### src/rtl/blit_pkg.sv
package blit_pkg;
  localparam int RA_BITS = 4;

  localparam logic [7:0] OP_FILL   = 8'h08;
  localparam logic [7:0] OP_SCROLL = 8'h0B;
  localparam logic [7:0] ROP_NEW   = 8'h83;
  localparam logic [7:0] ROP_KEEP  = 8'h85;
  localparam logic [7:0] ROP_XOR   = 8'h86;

  localparam logic [RA_BITS-1:0] RA_OP     = 4'd0;
  localparam logic [RA_BITS-1:0] RA_ROP    = 4'd1;
  localparam logic [RA_BITS-1:0] RA_COLOUR = 4'd2;
  localparam logic [RA_BITS-1:0] RA_BY     = 4'd3;
  localparam logic [RA_BITS-1:0] RA_BX     = 4'd4;
  localparam logic [RA_BITS-1:0] RA_DY     = 4'd5;
  localparam logic [RA_BITS-1:0] RA_DX     = 4'd6;
  localparam logic [RA_BITS-1:0] RA_H      = 4'd7;
  localparam logic [RA_BITS-1:0] RA_W      = 4'd8;

  typedef enum logic [1:0] {ST_IDLE, ST_READ, ST_WRITE} walk_state_e;

  // Byte address of a pixel for a given pitch and pixel size.
  function automatic logic [63:0] pix_addr(input logic [63:0] y, input logic [63:0] x,
                                           input logic [63:0] pitch, input logic [63:0] psize);
    return y * pitch + x * psize;
  endfunction

  // True when the raster code needs the old pixel value.
  function automatic logic rop_reads_old(input logic [7:0] rop);
    return rop == ROP_XOR;
  endfunction

  // True when a fill with this raster code writes anything.
  function automatic logic rop_draws(input logic [7:0] rop);
    return (rop == ROP_NEW) || (rop == ROP_XOR);
  endfunction
endpackage

### src/rtl/blit_regs.sv
module blit_regs
  import blit_pkg::*;
#(
  parameter int COORD_W = 16,
  parameter int DATA_W  = 32
) (
  input  logic               clk,
  input  logic               rst_n,
  input  logic               wr_en,
  input  logic [RA_BITS-1:0] addr,
  input  logic [DATA_W-1:0]  wdata,
  input  logic               lock,
  output logic [7:0]         opcode,
  output logic [7:0]         rop,
  output logic [DATA_W-1:0]  colour,
  output logic [COORD_W-1:0] base_y,
  output logic [COORD_W-1:0] base_x,
  output logic [COORD_W-1:0] dst_y,
  output logic [COORD_W-1:0] dst_x,
  output logic [COORD_W-1:0] height,
  output logic [COORD_W-1:0] width,
  output logic               start
);
  logic accept;
  assign accept = wr_en && !lock && !start;

  always_ff @(posedge clk) begin
    if (!rst_n) begin
      opcode <= '0;
      rop    <= ROP_NEW;
      colour <= '0;
      base_y <= '0;
      base_x <= '0;
      dst_y  <= '0;
      dst_x  <= '0;
      height <= '0;
      width  <= '0;
      start  <= 1'b0;
    end else begin
      start <= accept && (addr == RA_W);
      if (accept) begin
        case (addr)
          RA_OP:     opcode <= wdata[7:0];
          RA_ROP:    rop    <= wdata[7:0];
          RA_COLOUR: colour <= wdata;
          RA_BY:     base_y <= wdata[COORD_W-1:0];
          RA_BX:     base_x <= wdata[COORD_W-1:0];
          RA_DY:     dst_y  <= wdata[COORD_W-1:0];
          RA_DX:     dst_x  <= wdata[COORD_W-1:0];
          RA_H:      height <= wdata[COORD_W-1:0];
          RA_W:      width  <= wdata[COORD_W-1:0];
          default:   ;
        endcase
      end
    end
  end


  locked_colour_chk: assert property (@(posedge clk) disable iff (!rst_n)
    lock |=> $stable(colour));

  locked_width_chk: assert property (@(posedge clk) disable iff (!rst_n)
    lock |=> ($stable(width) && !start));
endmodule

### src/rtl/blit_walker.sv
module blit_walker #(
  parameter int COORD_W = 16
) (
  input  logic               clk,
  input  logic               rst_n,
  input  logic               load,
  input  logic               step,
  input  logic               bottom_up,
  input  logic [COORD_W-1:0] width,
  input  logic [COORD_W-1:0] height,
  output logic [COORD_W-1:0] col,
  output logic [COORD_W-1:0] row,
  output logic               last
);
  localparam logic [COORD_W-1:0] ONE = COORD_W'(1);

  logic [COORD_W-1:0] c_q, r_q;
  logic               row_end;

  assign row_end = (c_q == width - ONE);
  assign last    = row_end && (r_q == height - ONE);
  assign col     = c_q;
  assign row     = bottom_up ? (height - ONE - r_q) : r_q;

  always_ff @(posedge clk) begin
    if (!rst_n || load) begin
      c_q <= '0;
      r_q <= '0;
    end else if (step) begin
      if (row_end) begin
        c_q <= '0;
        r_q <= r_q + ONE;
      end else begin
        c_q <= c_q + ONE;
      end
    end
  end


  col_range_chk: assert property (@(posedge clk) disable iff (!rst_n)
    step |-> (c_q < width) && (r_q < height));
endmodule

### src/rtl/rect_blit_engine.sv
module rect_blit_engine
  import blit_pkg::*;
#(
  parameter int COORD_W    = 16,
  parameter int ADDR_W     = 32,
  parameter int DATA_W     = 32,
  parameter int LINE_BYTES = 8192,
  parameter int PIX_BYTES  = 4
) (
  input  logic               clk,
  input  logic               rst_n,
  input  logic               reg_wr_en,
  input  logic [RA_BITS-1:0] reg_addr,
  input  logic [DATA_W-1:0]  reg_wdata,
  output logic               mem_req,
  output logic               mem_we,
  output logic [ADDR_W-1:0]  mem_addr,
  output logic [DATA_W-1:0]  mem_wdata,
  input  logic [DATA_W-1:0]  mem_rdata,
  output logic               busy,
  output logic               done
);
  localparam logic [63:0] PITCH = 64'(LINE_BYTES);
  localparam logic [63:0] PSIZE = 64'(PIX_BYTES);

  logic [7:0]         opcode, rop;
  logic [DATA_W-1:0]  colour;
  logic [COORD_W-1:0] base_y, base_x, dst_y, dst_x, height, width;
  logic               start;

  blit_regs #(.COORD_W(COORD_W), .DATA_W(DATA_W)) u_regs (
    .clk(clk), .rst_n(rst_n), .wr_en(reg_wr_en), .addr(reg_addr), .wdata(reg_wdata),
    .lock(busy), .opcode(opcode), .rop(rop), .colour(colour),
    .base_y(base_y), .base_x(base_x), .dst_y(dst_y), .dst_x(dst_x),
    .height(height), .width(width), .start(start)
  );

  // Command decode, visible to the assertions.
  logic is_fill, is_scroll, has_area, needs_read, bottom_up;
  logic cmd_go, cmd_reject, pix_step, pix_last;

  assign is_fill    = (opcode == OP_FILL) && rop_draws(rop);
  assign is_scroll  = (opcode == OP_SCROLL) && (base_x == dst_x) && (base_y != dst_y);
  assign has_area   = (width != '0) && (height != '0);
  assign needs_read = is_scroll || rop_reads_old(rop);
  assign bottom_up  = is_scroll && (dst_y > base_y);
  assign cmd_go     = start && has_area && (is_fill || is_scroll);
  assign cmd_reject = start && !cmd_go;

  walk_state_e st_q;
  assign busy     = (st_q != ST_IDLE);
  assign pix_step = (st_q == ST_WRITE);

  logic [COORD_W-1:0] col, row;

  blit_walker #(.COORD_W(COORD_W)) u_walk (
    .clk(clk), .rst_n(rst_n), .load(start), .step(pix_step), .bottom_up(bottom_up),
    .width(width), .height(height), .col(col), .row(row), .last(pix_last)
  );

  always_ff @(posedge clk) begin
    if (!rst_n) begin
      st_q <= ST_IDLE;
      done <= 1'b0;
    end else begin
      done <= 1'b0;
      case (st_q)
        ST_IDLE: begin
          if (cmd_go) st_q <= needs_read ? ST_READ : ST_WRITE;
          done <= cmd_reject;
        end
        ST_READ: st_q <= ST_WRITE;
        ST_WRITE: begin
          if (pix_last) begin
            st_q <= ST_IDLE;
            done <= 1'b1;
          end else begin
            st_q <= needs_read ? ST_READ : ST_WRITE;
          end
        end
        default: st_q <= ST_IDLE;
      endcase
    end
  end

  // Pixel addressing.
  logic [COORD_W-1:0] src_y, src_x, tgt_y, tgt_x;
  logic [ADDR_W-1:0]  src_addr, tgt_addr;

  assign src_y    = base_y + row;
  assign src_x    = base_x + col;
  assign tgt_y    = dst_y + row;
  assign tgt_x    = dst_x + col;
  assign src_addr = ADDR_W'(pix_addr(64'(src_y), 64'(src_x), PITCH, PSIZE));
  assign tgt_addr = ADDR_W'(pix_addr(64'(tgt_y), 64'(tgt_x), PITCH, PSIZE));

  assign mem_req   = busy;
  assign mem_we    = pix_step;
  assign mem_addr  = (pix_step && is_scroll) ? tgt_addr : src_addr;
  assign mem_wdata = is_scroll          ? mem_rdata :
                     rop_reads_old(rop) ? (colour ^ mem_rdata) : colour;


  done_idle_chk: assert property (@(posedge clk) disable iff (!rst_n)
    done |-> !busy);

  busy_from_start_chk: assert property (@(posedge clk) disable iff (!rst_n)
    $rose(busy) |-> $past(start));

  rmw_pair_chk: assert property (@(posedge clk) disable iff (!rst_n)
    (mem_req && !mem_we) |=> (mem_req && mem_we));

  reject_quiet_chk: assert property (@(posedge clk) disable iff (!rst_n)
    cmd_reject |=> (!busy && done));

  zero_size_chk: assert property (@(posedge clk) disable iff (!rst_n)
    (start && !has_area) |=> (!mem_req && done));
endmodule

### config.mk
export PLATFORM = sky130hd
export DESIGN_NAME = rect_blit_engine
export DESIGN_NICKNAME = d
export VERILOG_FILES = /design/src/rtl/blit_pkg.sv /design/src/rtl/blit_regs.sv /design/src/rtl/blit_walker.sv /design/src/rtl/rect_blit_engine.sv
export SDC_FILE = /design/constraint.sdc
export NUM_CORES = 1
export LEC_CHECK = 0
export ABC_AREA = 1
export CORE_ASPECT_RATIO = 0.7
export CORE_MARGIN = 8
export CORE_UTILIZATION = 40
export DETAILED_ROUTE_END_ITERATION = 8
export GPL_ROUTABILITY_DRIVEN = 0
export PLACE_DENSITY = 0.65
export SLEW_MARGIN = 30
export SYNTH_ARGS = -nofsm -noshare
export SYNTH_HDL_FRONTEND = slang
export SYNTH_SLANG_ARGS = --single-unit
export TNS_END_PERCENT = 30
### constraint.sdc
create_clock -name clk -period 6 [get_ports clk]
set_input_delay 1.2 -clock clk [delete_from_list [all_inputs] [get_ports clk]]
set_output_delay 1.2 -clock clk [all_outputs]
set_load 0.05 [all_outputs]
==> results.py, run 1 <==
metrics = {
    "power_and_ir_drop": {
        "pwr-share-clk": 0.389,
        "p_switching_mw": 0.876,
        "comb_power_share": 0.193,
        "p_sw_frac": 0.297,
        "power_leakage_nw": 8.10,
        "peakVddDrop_v": 0.000203,
        "p_int_mw": 2.08,
        "seq_power_share": 0.418,
        "p_per_area_nw_per_um2": 161,
    },
    "floorplan": {
        "dieWidth_um": 241,
        "start_util": 0.407,
        "ios": 139,
        "core_sq_um": 34800,
        "die_h_um": 173,
        "row_count": 57,
        "dieArea_sq_um": 41800,
    },
    "placed_design": {
        "dp.cells": 2827,
        "io_buffers": 134,
        "dp_slack_ns": -0.247,
        "dp_hpwl_um": 37200,
        "place_area_sq_um": 17000,
    },
    "layout": {
        "synthToLayoutAreaGrowth_pct": 29.2,
        "diodes": 0,
        "final_nets": 2573,
        "fin_cells": 2870,
        "fin_area_sq_um": 18300,
        "post-route-util": 0.526,
        "layout-drive-gt1-share": 0.147,
    },
    "routing": {
        "wirelength_um": 48500,
        "drcViolationCount": 0,
        "first_pass_iters": 6,
        "ant_nets": 0,
        "viasPerCell": 5.32,
        "avgRoutedWirePerCell_um": 16.9,
        "num_vias": 15300,
        "drtIter0Drc": 1417,
    },
    "setup_path": {
        "cp-end-kind": "primary output",
        "crit_slowest_cell": "or3b_4",
        "crit_top_cell": "nand2_1",
        "crit_fanout": 4,
        "slowest_delay_ns": 0.42,
        "cp.arrival_ns": 4.91,
        "critPathRequiredTime_ns": 4.80,
        "critPathKind": "flip-flop to primary output",
        "start_kind": "flip-flop",
    },
    "timing": {
        "finalCriticalPeriod_ns": 6.11,
        "tightest_slew_ns": 0.793,
        "rsz0062_at_grt": "yes",
        "max_freq_ghz": 0.164,
        "finalCritPeriodShare": 1.02,
        "finClkSkew_ns": 0.00955,
        "hold_viol": 0,
        "max-slew-margin-rel": 0.468,
        "setup_ws_ns": -0.108,
        "setup_viol": 3,
        "drv_slew": 0,
    },
    "cts": {
        "root_buffer": "clkbuf_16",
        "htreeDepth": 4,
        "clkSinkCount": 180,
        "cts_hold_buf": 0,
        "clkTransAtPathRegs_ns": 0.07,
        "cts_made_buffers": 17,
        "clock_latency_ns": 0.44,
        "cts_tree": "built",
        "clk_path_buf_depth": 2,
    },
    "logic_synthesis": {
        "ys.flop_type": "dfxtp_1",
        "syn_area_sq_um": 14200,
        "synth_top_area_frac": 0.254,
        "postSynth.asyncResetShare": 0,
        "ys_top_cells_by_area": "dfxtp_1, nand2_1, ha_1",
        "synth_cells": 2154,
        "synth-seq-area-share": 0.254,
        "synth.most_common_cell": "nand2_1",
        "yosys.area.top_type": "dfxtp_1",
        "synth_edf_count": 0,
        "ys_ff_latch": 180,
        "ys_warn_count": 0,
        "avgSynthCellArea_sq_um": 6.58,
        "yosys-top-cells-count": "nand2_1, inv_1, nor2_1",
        "ys_types": 55,
    },
    "global_routing": {
        "grt_max_degree": 123,
        "grt_pass1_wl_um": 75700,
        "grt_pass1_vias": 14100,
        "track_usage": 0.224,
        "antenna_found_initial": 0,
        "grt_remaining_overflow": 0,
    },
    "worst_hold_path": {
        "hold_path.class": "flip-flop to flip-flop",
    },
    "outcome": {
        "violations": "negative setup slack",
        "outcome": "complete, but fails checks",
    },
    "flow_run": {
        "max_cap_violations": 0,
    },
}
layer usage:
metal  GRT usage  vias to the layer above  part of all wire
met5           0                        -                 0
met4      0.0406                        0             0.015
met3      0.0631                       75             0.095
met2       0.327                      616              0.41
met1       0.324                     7016              0.48
li1            -                     7565                 -
registers in the layout, indices dropped and copies added (netlist names):
name	count
u_walk.col	16
u_regs.colour	32
u_regs.width	16
u_regs.base_x	16
u_regs.dst_x	16
u_walk.r_q	16
u_regs.start	1
u_regs.dst_y	16
u_regs.base_y	16
st_q	2
u_regs.opcode	8
u_regs.rop	8
u_regs.height	16
done	1
what timing repair did:
action                                  4_1_cts  5_1_grt
resized for setup                            63      110
setup buffers                                 8        4
endpoints found under the setup margin       10       12
pin swaps                                    28       34
layout make-up:
| type | instances | area (sq um) |
|---|---|---|
| fill | 3400 | 16500 |
| multi-input combinational | 1658 | 10000 |
| clock inverter | 14 | 150 |
| sequential | 180 | 3610 |
| clock buffer | 18 | 439 |
| inverter | 250 | 938 |
| timing repair buffer | 278 | 2580 |
| tap | 472 | 591 |
critical path, delay by kind of cell, from the launching register on:
kind,cells,cell delay [ns]
AND/OR/NAND/NOR,13,1.74
adder cells (fa/ha/maj),3,0.72
AO/OA/AOI/OAI,5,0.70
buffers and inverters,7,0.65
flip-flops,1,0.33
XOR/XNOR,2,0.28
per-stage QoR:
step | hold WS [ns] | TNS [ns] | power [mW]
after floorplan | 0.446 | -0.483 | 1.58
after global placement | 0.462 | -0.746 | 1.77
after detailed placement | 0.465 | -0.907 | 1.78
after CTS | 0.483 | -0.504 | 2.93
after global routing | 0.526 | -2.59 | 3.06
final | 0.489 | -0.142 | 2.95
kinds of logic (layout without fill, tap and decap cells):
family	Yosys count	in the layout	share of synthesized area
AOI/OAI and AO/OA	461	461	0.174
xor gates and xnor gates	165	165	0.102
adders and majority gates	117	117	0.107
buffers and inverters	319	560	0.0872
DFF	180	180	0.254
muxes	2	2	0.00141
other	1	4	0.000265
and+or+nand+nor	909	909	0.273
power by group through the flow:
stage	logic [mW]	registers (mW)	clock network (mW)
final	0.569	1.23	1.15
after detailed placement	0.518	1.26	0
after global routing	0.618	1.24	1.21
after global placement	0.511	1.26	0
after floorplan	0.327	1.26	0
after CTS	0.539	1.23	1.15
final timing paths:
kind / startpoint / end / slack (ns) / cells after the start
setup / recovery: u_regs.height[1] / mem_addr[28] / -0.11 / 30
hold / removal: u_regs.rop[1] / u_regs.rop[1] / 0.49 / 2
setup reg to reg: u_regs.height[1] / st_q[0] / 2.66 / 18
hold reg to reg: u_regs.rop[1] / u_regs.rop[1] / 0.49 / 2
cells in the final DEF, fill, tap and decap left out, drive strengths merged, types with 3 or more instances in the layout:
cell and n:
nor4 11, nand3 103, a211oi 25, clkdlybuf4s50 117, clkbuf 18, conb 4, o21a 5, nor3 33
xor2 119, dfxtp 180, nand2 474, fa 7, nand3b 4, inv 245, or2 10, a31oi 4
ha 110, xnor2 46, o21bai 4, o211ai 4, a21oi 208, nor2 214, o31ai 5, clkinvlp 3
o21ai 191, and2 3, clkinv 14, a21o 5, buf 161, nand4 52
(Power assumes the default switching activity.)
==> inputs of run 2 (changes only) <==
- PLACE_DENSITY: 0.65 -> unset
==> results.py, run 2 (synthesis gave the netlist of run 1 again) <==
metrics = {
    "outcome": {
        "outcome": "complete, but fails checks",
        "violations": "negative setup slack",
    },
    "routing": {
        "num_vias": 15300,
        "first_pass_iters": 6,
        "wirelength_um": 50400,
        "ant_nets": 0,
        "avgRoutedWirePerCell_um": 17.6,
        "drtIter0Drc": 1428,
        "drcViolationCount": 0,
        "viasPerCell": 5.33,
    },
    "timing": {
        "finalCritPeriodShare": 1.01,
        "setup_ws_ns": -0.0725,
        "finalCriticalPeriod_ns": 6.07,
        "rsz0062_at_grt": "yes",
        "setup_viol": 6,
        "max-slew-margin-rel": 0.428,
        "tightest_slew_ns": 0.853,
        "tns_ns": -0.161,
        "drv_slew": 0,
        "finClkSkew_ns": 0.00655,
        "hold_viol": 0,
        "max_freq_ghz": 0.165,
    },
    "global_routing": {
        "grt_pass1_vias": 14200,
        "grt_pass1_wl_um": 78100,
        "antenna_found_initial": 0,
        "grt_max_degree": 123,
        "grt_remaining_overflow": 0,
        "track_usage": 0.232,
    },
    "floorplan": {
        "ios": 139,
        "core_sq_um": 34800,
        "row_count": 57,
        "die_h_um": 173,
        "dieWidth_um": 241,
        "dieArea_sq_um": 41800,
        "start_util": 0.407,
    },
    "setup_path": {
        "cp-end-kind": "primary output",
        "slowest_delay_ns": 0.43,
        "crit_top_cell": "nand2_1",
        "crit_slowest_cell": "or3b_4",
        "cp.arrival_ns": 4.87,
        "crit_family": "simple AND/OR/NAND/NOR gates",
        "critPathBufInv": 6,
        "critPathKind": "flip-flop to primary output",
        "crit_fanout": 4,
        "start_kind": "flip-flop",
        "critPathRequiredTime_ns": 4.80,
    },
    "placed_design": {
        "io_buffers": 134,
        "dp_hpwl_um": 37800,
        "dp.cells": 2807,
    },
    "cts": {
        "cts_hold_buf": 0,
        "clock_latency_ns": 0.43,
        "clk_path_buf_depth": 2,
        "clkTransAtPathRegs_ns": 0.07,
        "htreeDepth": 4,
        "cts_made_buffers": 17,
        "clkSinkCount": 180,
        "cts_tree": "built",
        "root_buffer": "clkbuf_16",
    },
    "power_and_ir_drop": {
        "power_leakage_nw": 8.18,
        "p_total_mw": 3.00,
        "comb_power_share": 0.201,
        "pwr-share-clk": 0.387,
        "peakVddDrop_v": 0.000205,
        "p_sw_frac": 0.303,
        "seq_power_share": 0.412,
        "p_int_mw": 2.09,
        "p_per_area_nw_per_um2": 160,
        "p_switching_mw": 0.909,
    },
    "layout": {
        "largest_reg_flops": 32,
        "layout_commonest_cell": "nand2_1",
        "fin_cells": 2872,
        "final_cell_mix": "nand2_1, inv_1, a21oi_1, nor2_1, o21ai_0",
        "layout-drive-gt1-share": 0.178,
        "top_register": "u_regs.colour",
        "synthToLayoutAreaGrowth_pct": 32.3,
        "final_nets": 2574,
    },
    "flow_run": {
        "max_cap_violations": 0,
    },
    "worst_hold_path": {
        "hold_path.class": "flip-flop to flip-flop",
    },
}
run 2: metal layers:
metal | GRT usage | part of all wire | wire (um)
met2 | 0.337 | 0.41 | 20800
met5 | 0 | 0 | 0
met4 | 0.0361 | 0.010 | 514
met3 | 0.0419 | 0.089 | 4480
met1 | 0.353 | 0.49 | 24700
run 2: timing repair:
item	4_1_cts	5_1_grt
endpoints found under the setup margin	11	12
setup buffers	13	20
gates resized for setup	99	182
pin swaps	39	95
run 2: worst paths after layout:
check | endpoint | startpoint | slack [ns] | depth (start not counted)
max | mem_addr[28] | u_regs.height[1] | -0.07 | 32
min | u_regs.opcode[4] | u_regs.opcode[4] | 0.50 | 2
max reg2reg | st_q[1] | u_regs.height[1] | 2.62 | 18
min reg2reg | u_regs.opcode[4] | u_regs.opcode[4] | 0.50 | 2
run 2: worst register-to-register path: cells and delay by family (launching register included):
| family | cells | cell delay, ns |
|---|---|---|
| xor gates and xnor gates | 1 | 0.13 |
| adders and majority gates | 2 | 0.47 |
| buffers and inverters | 6 | 0.56 |
| DFF | 1 | 0.33 |
| and+or+nand+nor | 9 | 1.77 |
run 2: area by class of cell:
cell class                 count  area [sq um]
multi-input combinational   1658         10400
inverter                     250           938
sequential                   180          3640
antenna                        1          2.50
timing repair buffer         279          2600
fill                        3385         16100
clock buffer                  17           425
clock inverter                15           168
tap                          472           591
run 2: power groups by stage:
stage / Clock (mW) / Combinational [mW] / Sequential [mW]
global route: 1.23 / 0.653 / 1.24
finish: 1.16 / 0.603 / 1.24
detailed placement: 0 / 0.517 / 1.26
CTS: 1.18 / 0.544 / 1.23
floorplan: 0 / 0.327 / 1.26
global placement: 0 / 0.508 / 1.26
run 2: metrics by stage:
step | setup WS [ns] | hold WS (ns) | utilization | cell area (sq um)
4_1_cts | -0.00351 | 0.495 | 0.514 | 17900
6_report | -0.0725 | 0.496 | 0.538 | 18700
3_3_place_gp | -0.0952 | 0.462 | 0.484 | 16800
5_1_grt | -0.383 | 0.522 | 0.538 | 18700
2_1_floorplan | -0.208 | 0.446 | - | 14200
3_5_place_dp | -0.173 | 0.481 | 0.484 | 16800
